## config.mk

```make
export PLATFORM = sky130hd
export DESIGN_NAME = sbc_pwrup_seq
export DESIGN_NICKNAME = d
export VERILOG_FILES = /design/src/rtl/sbc_seq_pkg.sv /design/src/rtl/seq_rst_sync.sv /design/src/rtl/seq_cnt.sv /design/src/rtl/seq_fsm.sv /design/src/rtl/sbc_pwrup_seq.sv
export SDC_FILE = /design/constraint.sdc
export NUM_CORES = 1
export LEC_CHECK = 0
export BUFFER_PORTS_ARGS = -buffer_cell sky130_fd_sc_hd__buf_2
export CORE_MARGIN = 3
export CORE_UTILIZATION = 50
export DETAILED_ROUTE_END_ITERATION = 8
export PLACE_DENSITY = 0.77
export RECOVER_POWER = 25
export SETUP_SLACK_MARGIN = 0.2
export SYNTH_ARGS = -nofsm -noshare
export SYNTH_HDL_FRONTEND = slang
export SYNTH_SLANG_ARGS = --single-unit
```

## constraint.sdc

```tcl
create_clock -name clk -period 1.2 [get_ports clk]
set_input_delay 0.12 -clock clk [delete_from_list [all_inputs] [get_ports clk]]
set_output_delay 0.12 -clock clk [all_outputs]
set_load 0.01 [all_outputs]
```

## src/rtl/sbc_seq_pkg.sv

```systemverilog
package sbc_seq_pkg;
  typedef enum logic [2:0] {
    ST_IDLE   = 3'd0,
    ST_SETTLE = 3'd1,
    ST_CHECK  = 3'd2,
    ST_RUN    = 3'd3,
    ST_SLEEP  = 3'd4
  } seq_state_e;

  typedef enum logic [1:0] {
    MODE_RESET   = 2'd0,
    MODE_STARTUP = 2'd1,
    MODE_RUN     = 2'd2,
    MODE_SLEEP   = 2'd3
  } seq_mode_e;
endpackage

```

## src/rtl/seq_rst_sync.sv

```systemverilog
module seq_rst_sync #(
  parameter int STAGES = 2
) (
  input  logic clk,
  input  logic arst_n,
  output logic rst_n
);
  logic [STAGES-1:0] chain_q;

  always_ff @(posedge clk or negedge arst_n) begin
    if (!arst_n) chain_q <= '0;
    else         chain_q <= {chain_q[STAGES-2:0], 1'b1};
  end

  assign rst_n = chain_q[STAGES-1];
endmodule

```

## src/rtl/seq_cnt.sv

```systemverilog
module seq_cnt #(
  parameter int W = 8
) (
  input  logic         clk,
  input  logic         rst_n,
  input  logic         clr,
  input  logic         inc,
  output logic [W-1:0] count
);
  logic [W-1:0] count_q;

  always_ff @(posedge clk or negedge rst_n) begin
    if (!rst_n)   count_q <= '0;
    else if (clr) count_q <= '0;
    else if (inc) count_q <= count_q + 1'b1;
  end

  assign count = count_q;
endmodule

```

## src/rtl/seq_fsm.sv

```systemverilog
module seq_fsm
  import sbc_seq_pkg::*;
#(
  parameter int STAB_CYC = 4000,
  parameter int CHK_CYC  = 2000,
  parameter int CW       = 12
) (
  input  logic          clk,
  input  logic          rst_n,
  input  logic          rail_good,
  input  logic          wake,
  input  logic [CW-1:0] count,
  output logic          cnt_clr,
  output logic          cnt_inc,
  output logic          pwr_en,
  output logic          clk_en,
  output logic          mcu_rel,
  output logic          sel_slow,
  output logic [1:0]    mode
);
  localparam logic [CW-1:0] STAB_LAST = CW'(STAB_CYC - 1);
  localparam logic [CW-1:0] CHK_LAST  = CW'(CHK_CYC - 1);

  seq_state_e state_q, state_d;

  always_comb begin
    state_d = state_q;
    cnt_clr = 1'b0;
    cnt_inc = 1'b0;
    unique case (state_q)
      ST_IDLE: begin
        state_d = ST_SETTLE;
        cnt_clr = 1'b1;
      end
      ST_SETTLE: begin
        if (count == STAB_LAST) begin
          state_d = ST_CHECK;
          cnt_clr = 1'b1;
        end else begin
          cnt_inc = 1'b1;
        end
      end
      ST_CHECK: begin
        if (rail_good) begin
          state_d = ST_RUN;
        end else if (count == CHK_LAST) begin
          state_d = ST_SLEEP;
        end else begin
          cnt_inc = 1'b1;
        end
      end
      ST_RUN: state_d = ST_RUN;
      ST_SLEEP: begin
        if (wake) begin
          state_d = ST_CHECK;
          cnt_clr = 1'b1;
        end
      end
      default: state_d = ST_IDLE;
    endcase
  end

  always_ff @(posedge clk or negedge rst_n) begin
    if (!rst_n) state_q <= ST_IDLE;
    else        state_q <= state_d;
  end

  always_comb begin
    pwr_en   = (state_q == ST_CHECK) || (state_q == ST_RUN);
    clk_en   = (state_q == ST_RUN);
    mcu_rel  = (state_q == ST_RUN);
    sel_slow = (state_q == ST_SLEEP);
    unique case (state_q)
      ST_SETTLE, ST_CHECK: mode = MODE_STARTUP;
      ST_RUN:              mode = MODE_RUN;
      ST_SLEEP:            mode = MODE_SLEEP;
      default:             mode = MODE_RESET;
    endcase
  end
endmodule

```

## src/rtl/sbc_pwrup_seq.sv

```systemverilog
module sbc_pwrup_seq #(
  parameter int STAB_CYC = 4000,
  parameter int CHK_CYC  = 2000,
  parameter int SYNC_STG = 2
) (
  input  logic       clk,
  input  logic       por_n,
  input  logic       vdd18_ok,
  input  logic       vdd33_ok,
  input  logic       lin_wake,
  output logic       mcu_pwr_en,
  output logic       mcu_clk_en,
  output logic       mcu_rst_n,
  output logic       clk_sel_slow,
  output logic [1:0] mode
);
  localparam int MAXC = (STAB_CYC > CHK_CYC) ? STAB_CYC : CHK_CYC;
  localparam int CW   = (MAXC > 2) ? $clog2(MAXC) : 1;

  logic          rst_n;
  logic          cnt_clr, cnt_inc;
  logic [CW-1:0] count;

  seq_rst_sync #(.STAGES(SYNC_STG)) u_sync (
    .clk    (clk),
    .arst_n (por_n),
    .rst_n  (rst_n)
  );

  seq_cnt #(.W(CW)) u_cnt (
    .clk   (clk),
    .rst_n (rst_n),
    .clr   (cnt_clr),
    .inc   (cnt_inc),
    .count (count)
  );

  seq_fsm #(.STAB_CYC(STAB_CYC), .CHK_CYC(CHK_CYC), .CW(CW)) u_fsm (
    .clk       (clk),
    .rst_n     (rst_n),
    .rail_good (vdd18_ok & vdd33_ok),
    .wake      (lin_wake),
    .count     (count),
    .cnt_clr   (cnt_clr),
    .cnt_inc   (cnt_inc),
    .pwr_en    (mcu_pwr_en),
    .clk_en    (mcu_clk_en),
    .mcu_rel   (mcu_rst_n),
    .sel_slow  (clk_sel_slow),
    .mode      (mode)
  );
endmodule

```

# After elaboration in Yosys (flattened, before gate mapping)
# Cells that the tools add are included.
classes:
  mux: 15
  addsub: 1
  eq_ne: 9
  bitwise_logic: 1
  reduce_logical: 5
ops:
  columns: ["op", "n"]
  rows:
  - ["2-to-1 mux 12 bit", 2]
  - ["one-hot mux 3 bit (5 select lines)", 1]
  - ["adder 12 x 1 -> 12 bit (second input constant)", 1]
  - ["== test 12 x 11 -> 1 bit (second input constant)", 1]
  - ["== test 12 bit (second input constant)", 1]
  - ["2-to-1 mux 3 bit", 4]
  - ["== test 3 x 2 -> 1 bit (second input constant)", 2]
  - ["one-hot mux 2 bit (3 select lines)", 1]
  - ["2-to-1 mux 1 bit", 5]
  - ["== test 3 x 1 -> 1 bit (second input constant)", 1]
  - ["== test 3 bit (second input constant)", 1]
  - ["zero test 3 bit", 1]
  - ["inequality test 3 x 1 -> 1 bit (second input constant)", 1]
  - ["one-hot mux 1 bit (3 select lines)", 1]
  - ["AND reduction 3 bit", 1]
  - ["inequality test 2 x 1 -> 1 bit (second input constant)", 1]
  - ["inequality test 2 bit (second input constant)", 1]
  - ["one-hot mux 1 bit (2 select lines)", 1]
  - ["nonzero test 2 bit", 1]
  - ["OR reduction 2 bit", 1]
  - ["AND 1 bit", 1]
  - ["logical OR 1 bit", 1]
totals:
  elab_cells: 34
  register_bits: 17
  output_inout_bits: 6
  inputBits: 5

# Longest topological paths before layout
# Gate-level depths: netlist of the first run.
logic_depth:
  ltp_word: 6
  ltp_mapped: 6
  ltp_nobuf: 6

# Cells and area by module
# A second synthesis of the first run with hierarchy kept.
unflattened:
  hier_cells: 100
  area_unflattened_um2: 965.9
by_module_without_submodules:
  columns: ["mod", "n_inst", "seq_area_each_um2", "area_per_inst_um2", "cells_each"]
  rows:
  - ["seq_cnt", 1, 300.3, 588.1, 57]
  - ["seq_fsm", 1, 75.1, 317.8, 39]
  - ["seq_rst_sync", 1, 50.0, 53.8, 3]
  - ["sbc_pwrup_seq", 1, 0.0, 6.3, 1]

# Least setup slack after synthesis of the first run
# OpenSTA, ideal clock, no wires.
synth_timing:
  path_type: "flip-flop to flip-flop"
  from: "register u_cnt.count_q[0], in the netlist u_cnt.count[0]"
  to: "register u_cnt.count_q[10], in the netlist u_cnt.count[10]"
  path_stages_with_launch: 7
  arrival_time_ps: 1620
  path_buffers: 0
  setup_slack_ps: -498
  required_ps: 1123
  path_cell_list: "dfrtp_1 -> ha_1 -> nand3_1 -> nor4_4 -> o22a_2 -> or3_1 -> a21oi_1"
synth_between:
  elab_chain_len: 5
  word_cells_on_any_way: 12
synth_rtl:
  columns: ["element", "line_no", "rtl"]
  rows:
  - ["start, declared", "seq_cnt.sv:10", "logic [W-1:0] count_q;"]
  - ["start signal, assigned", "seq_cnt.sv:15", "else if (inc) count_q <= count_q + 1'b1;"]
  - ["branches (longest 5 deep; another with adder 12 x 1 -> 12 bit)", null, null]
# Parallel ways; which one is timed is not known. The select of a mux whose other input is x is not followed.
# A chain may end at the register's enable or synchronous reset.

# Final worst setup path of the first run
# Ends and elaborated chain as after synthesis.

==> out/metrics.yaml, run 1 <==
synthesis:
  synthCells: 100
  synth.avg_cell_area_um2: 9.68
  synth_cell_types: 32
  syn_nets: 106
  ys_seq_elements: 17
  synth_seq_area_share_pct: 43.9
  syn-cell-area_um2: 968
  yosys_warnings: 0
grt:
  grt_pass1_vias: 1059
  grt_max_degree: 10
  grt_use_met2_pct: 43.3
  met1_usage_pct: 29.6
  grt_pass1_wl_mm: 4.83
  grtUsageTotal_pct: 25.9
  grt_busiest_layer: "met2"
  gr-total-overflow: 0
  grt_use_met3_pct: 3.93
  grt_antenna_before_repair: 0
floorplanning:
  die_w_um: 50.0
  rows: 15
  ios: 11
  initial_utilization_pct: 54.3
  dieHeight_um: 50.0
  core_um2: 1780
  dieArea_um2: 2500
status:
  status: "finished with violations"
  failed_checks: "negative setup slack"
detailed_routing:
  final_antenna_net_count: 0
  vias: 1045
  wl_per_cell_um: 20.6
  drc_errors: 0
  dr.pass1.iters: 4
  drt_iter0_markers: 28
  viasPerCell: 6.08
  routed_wl_mm: 3.54
flow_run:
  max-cap-violations: 0
worst_setup_path:
  arrival_ps: 1970
  reg2reg_from: "u_cnt.count[0]"
  rr_endpoint: "u_cnt.count[10]"
  slowest_delay_ps: 430
  crit_fanout: 7
  required_ps: 1420
  r2r_slack_ps: -550
  setup.worst_path.end_class: "register"
  crit_chain: "ha_4 -> nand3_4 -> nor4_4 -> buf_4 -> o22a_4 -> or3_1 -> a21oi_2"
  crit_path_top_delay_cell: "dfrtp_1"
  timing.setup.critical_path_class: "register to register"
  startpoint_type: "register"
  ff2ff_path_depth: 7
timing:
  final_max_slew_viol_count: 0
  fin_crit_ps: 1750
  fin_ws_ps: -545
  rsz0062_at_grt: "yes"
  tns_ps: -8480
  final-setup-viol-count: 21
  fin_skew_ps: 15.4
  whs_ps: 121
  period_share_pct: 145
  clock.fmax_ghz: 0.573
  hold_viol: 0
finish:
  final-instance-count-excl-fill: 172
  fin_nets: 154
  fillers: 80
  drive_above_1_share_pct: 57.1
  area_growth_pct: 61.2
  diodes: 0
clocking:
  cts.htree.levels: 1
  cts_tree: "built"
  clk_pin_slew_ps: 110
  cts_buffer_depth: 2
  clkSinkCount: 17
  clock_latency_ps: 300
  cts_buffers: 3
  root_buffer: "clkbuf_4"
power:
  peakVddDrop_uv: 771
  total_power_uw: 922
  p_leak_nw: 0.688
  power.density_cell_area_nw_per_um2: 591
min_path:
  hold_class: "register to async pin"
placement:
  placed_cells: 159
  dp_hpwl_mm: 1.97
  place_congestion: 0.786
  io_buffer_count: 10
  pre_cts_ws_ps: -445
## cells by family after synthesis
group | synth area share, %
AO/OA/AOI/OAI | 15.8
XOR/XNOR | 3.62
adder cells (fa/ha/maj) | 1.29
buffers and inverters | 2.71
flip-flops | 43.9
multiplexers | 3.10
other | 0.387
AND/OR/NAND/NOR | 29.2
## synth_stat cells (all sizes together)
cell type	count	share of area (%)
conb	1	0.39
nor2	10	3.9
a21o	1	0.78
or3b	1	0.90
a211oi	2	1.5
nor2b	1	1.4
mux2i	3	3.1
nand3b	2	2.8
o22a	1	1.0
and3	2	1.3
a31oi	2	1.3
nand4	5	3.9
a311oi	1	0.90
xnor2	4	3.6
ha	1	1.3
or2	1	0.65
o22ai	2	1.9
nand2	13	5.0
inv	3	1.2
dfrtp	17	44
nor4	2	4.4
buf	2	1.5
and2	3	1.9
a21boi	2	1.5
nand3	2	1.0
a21oi	8	4.1
or3	3	1.9
o21ai	5	2.6
## worst max path at each step
stage | from | end | slack (ps) | cells after the start
floorplan | u_cnt.count[0] | u_cnt.count[10] | -370 | 6
global placement | u_cnt.count[1] | u_cnt.count[10] | -380 | 6
detailed placement | u_cnt.count[1] | u_cnt.count[10] | -440 | 6
CTS | u_cnt.count[10] | u_cnt.count[3] | -430 | 5
global route | u_cnt.count[0] | u_cnt.count[6] | -650 | 7
finish | u_cnt.count[0] | u_cnt.count[10] | -550 | 7
## worst max-delay path: cells and delay by family, from the launching register on
family,cells,cell delay (ps)
compound gates,2,350
fa+ha+maj,1,190
buf+inv,1,170
flops,1,430
simple gates,3,520
## metal layers
layer  part of all wire, %  wire length, µm  up-vias
met3                   5.7              203       16
met1                    37             1320      521
met2                    53             1870       52
met4                   4.0              142        0
met5                     0                0        -
li1                      -                -      456
## report_power, final
group          internal, mW  leakage [nW]  total (mW)  switching [mW]
sequential            0.576         0.185       0.582         0.00607
clock                 0.129        0.0150       0.317           0.187
combinational       0.00907         0.488      0.0236          0.0146
## stage by stage
step / area (µm²) / util [%]
2_1_floorplan: 1040 / -
5_1_grt: 1560 / 87.6
6_report: 1560 / 87.6
3_5_place_dp: 1290 / 72.4
3_3_place_gp: 1290 / 72.4
4_1_cts: 1450 / 81.4
## layout make-up
class	count	area [µm²]	area share, %
flip-flops and latches	17	427	27.3
clock buffers	4	26.3	1.68
well taps	25	31.3	2.00
multi-input cells	78	674	43.2
repair buffers	45	392	25.1
inverters	3	11.3	0.721
## registers in the layout, summed over array words and instances (netlist names)
name / count
u_cnt.count: 12
u_fsm.state_q: 3
u_sync.chain_q: 2
## repair_timing
action                                 in CTS  in global routing
setup buffers                               3                  5
hold buffers                                1                  0
endpoints found under the hold margin       2                  0
gates resized for setup                    21                 17
setup endpoints to repair                  21                 21
pin swaps                                  11                  5
## layout by cell type (no fill, tap or decap), types with 2 or more instances in the layout
cell type | synthesis | final
a31oi_1 | 2 | 2
and2_4 | 0 | 2
clkbuf_1 | 0 | 2
o21ai_0 | 4 | 2
nor2_2 | 0 | 4
xnor2_1 | 4 | 4
buf_4 | 2 | 24
nor2_1 | 10 | 5
dfrtp_1 | 17 | 16
or3_1 | 3 | 2
a211oi_2 | 0 | 2
clkbuf_4 | 0 | 3
buf_2 | 0 | 4
nor4_4 | 2 | 2
o21ai_2 | 0 | 2
nand2_2 | 0 | 3
a21boi_0 | 2 | 2
mux2i_1 | 3 | 3
inv_1 | 3 | 3
nand4_1 | 4 | 4
nand2_1 | 13 | 10
a21oi_2 | 0 | 7
buf_6 | 0 | 14
Power figures use the tool's default switching activity.
==> run 2, diff against run 1 <==
Settings changed: SYNTH_HIERARCHICAL set to 1.
==> run 2 against run 1 <==
  * The run still ends with negative setup slack left
  * Die area decreased by 0.24%
  * Design area increased by 6.7%
  * Combinational power increased by 18%
  * Synthesized cell count unchanged
  * Clock power increased by 15%
  * Final cell count increased by 7.0%
  * Highest routed layer unchanged
==> out/metrics.yaml, run 2 <==
timing:
  worst-slew-pin-transition_ps: 544
  timing.slew.headroom_pct: 63.4
  period_share_pct: 208
  rsz0062_at_grt: "yes"
  fin_ws_ps: -1290
  tns_ps: -15600
  fin_crit_ps: 2490
  final_max_slew_viol_count: 0
  hold_viol: 0
  final-setup-viol-count: 21
  fin_skew_ps: 4.94
  whs_ps: 124
  clock.fmax_ghz: 0.401
detailed_routing:
  dr.pass1.iters: 4
  wl_per_cell_um: 24.5
  final_antenna_net_count: 0
  drc_errors: 0
  routed_wl_mm: 4.51
  viasPerCell: 6.52
  vias: 1200
  drt_iter0_markers: 95
floorplanning:
  ios: 11
  dieHeight_um: 50.0
  dieArea_um2: 2500
  die_w_um: 50.0
  initial_utilization_pct: 54.2
  rows: 15
  core_um2: 1780
worst_setup_path:
  r2r_slack_ps: -1290
  setup.worst_path.end_class: "register"
  startpoint_type: "register"
  crit_path_start: "u_cnt/count[6]"
  ff2ff_path_depth: 7
  required_ps: 1400
  endpoint: "u_cnt/count[11]"
  crit_fanout: 5
  rr_endpoint: "u_cnt/count[11]"
  timing.setup.critical_path_class: "register to register"
  arrival_ps: 2700
  reg2reg_from: "u_cnt/count[6]"
finish:
  fin_nets: 166
  area_growth_pct: 72.4
  drive_above_1_share_pct: 57.9
  final_area_um2: 1670
  final_common_cell: "buf_4"
  diodes: 0
  final-instance-count-excl-fill: 184
  layout_common_cells: "buf_4, buf_6, dfrtp_1, nor2_1, nand2_1"
  largest_reg_flops: 12
power:
  power.density_cell_area_nw_per_um2: 584
  p_leak_nw: 0.746
  peakVddDrop_uv: 720
grt:
  grt_max_degree: 13
  grtUsageTotal_pct: 35.3
  grt_pass1_wl_mm: 6.17
  grt_antenna_before_repair: 0
  gr-total-overflow: 0
  grt_pass1_vias: 1098
clocking:
  cts_tree: "built"
  cts.htree.levels: 1
  cts_buffer_depth: 2
  root_buffer: "clkbuf_4"
  clkSinkCount: 17
  clk_pin_slew_ps: 120
  cts_buffers: 3
  clock_latency_ps: 310
synthesis:
  ys_async_sr_fraction_pct: 100
  ys.flop_type: "dfrtp_1"
  yosys_warnings: 6
  synthCells: 100
  synth.avg_cell_area_um2: 9.66
  ys_top_cells_by_area: "dfrtp_1, xnor2_1, nor2_1"
  synth_seq_area_share_pct: 44.0
  yosys.area.top_type_share_pct: 44.0
  yosysMostFrequentCell: "dfrtp_1"
  synth_cell_types: 38
  syn_nets: 106
  ys_seq_elements: 17
  syn-cell-area_um2: 966
  yosys.area.top_type: "dfrtp_1"
  synth_common_cells: "dfrtp_1, nor2_1, nand2_1, xnor2_1, a21oi_1"
  synth_edf_count: 0
placement:
  place_congestion: 0.869
  placed_cells: 165
  dp_hpwl_mm: 1.95
  io_buffer_count: 10
  place_area_um2: 1330
min_path:
  hold_class: "input port to async pin"
status:
  status: "finished with violations"
  failed_checks: "negative setup slack"
flow_run:
  max-cap-violations: 0
[run 2: changes by cell type in the layout (fill, tap and decap cells not counted), sizes merged, moves of 3 or more]
cell	previous run	this run
buf	43	57
nor2	10	13
nor3	0	4
nand2b	0	3
nand2	13	6
nor3b	0	3
a21oi	8	5
o21ai	5	2
xor2	0	4
[run 2: how the worst min path moves through the flow]
stage          slack, ps  depth (start not counted)   from           endpoint
2_1_floorplan       -180                          0  por_n  u_sync/chain_q[0]
3_3_place_gp        -100                          1  por_n  u_sync/chain_q[0]
3_5_place_dp         -90                          1  por_n  u_sync/chain_q[1]
4_1_cts              140                          2  por_n  u_sync/chain_q[0]
5_1_grt              110                          2  por_n  u_sync/chain_q[0]
6_report             120                          2  por_n  u_sync/chain_q[0]
[run 2: worst max-delay path: stages, from the launching register on]
cell and delay, ps:
dfrtp_1 410, nand3b_1 220, or4_4 540, a221oi_4 320, o211ai_1 230, buf_4 200, o31ai_1 360, a21oi_2 110
[run 2: through the flow]
stage | setup WS, ps | total power [mW] | utilization, %
5_1_grt | -1340 | 0.994 | 93.4
3_3_place_gp | -940 | 0.614 | 74.7
3_5_place_dp | -1020 | 0.616 | 74.7
2_1_floorplan | -1030 | 0.597 | -
4_1_cts | -1000 | 0.921 | 90.5
6_report | -1290 | 0.973 | 93.4
[run 2: final cells by class]
| class | instances | area, µm² |
|---|---|---|
| Inverter | 3 | 11.3 |
| Clock buffer | 4 | 26.3 |
| Tap cell | 25 | 31.3 |
| Timing Repair Buffer | 59 | 500 |
| Sequential cell | 17 | 430 |
| Multi-Input combinational cell | 76 | 666 |
| Fill cell | 54 | 118 |
[run 2: what timing repair did]
| action | 4_1_cts | 5_1_grt |
|---|---|---|
| hold buffers | 1 | 0 |
| hold endpoints to repair | 2 | 0 |
| gates resized for setup | 34 | 9 |
| setup endpoints to repair | 21 | 21 |
| buffers inserted | 12 | 2 |
| pin swaps | 13 | 5 |
[run 2: kinds of logic after synthesis]
group,Yosys count,share of synthesized area [%]
flops,17,44.0
other cells,1,0.388
xor+xnor,10,9.07
simple gates,48,29.4
buf+inv,7,3.37
fa+ha+maj,1,1.30
mux,2,2.07
compound gates,14,10.4
[run 2: per-layer routing]
layer  track usage (%)  part of all wire (%)  vias to the layer above
met1              43.1                    34                      576
met5                 0                     0                        -
met2              59.7                    47                      106
met3              6.65                   9.4                       48
li1                  -                     -                      470
met4              16.1                   9.3                        0
[run 2: report_power, final]
group	switching, mW	internal (mW)	total [mW]	leakage [nW]
Combinational	0.0140	0.0138	0.0278	0.519
Sequential	0.00671	0.576	0.583	0.213
Clock	0.233	0.130	0.363	0.0150
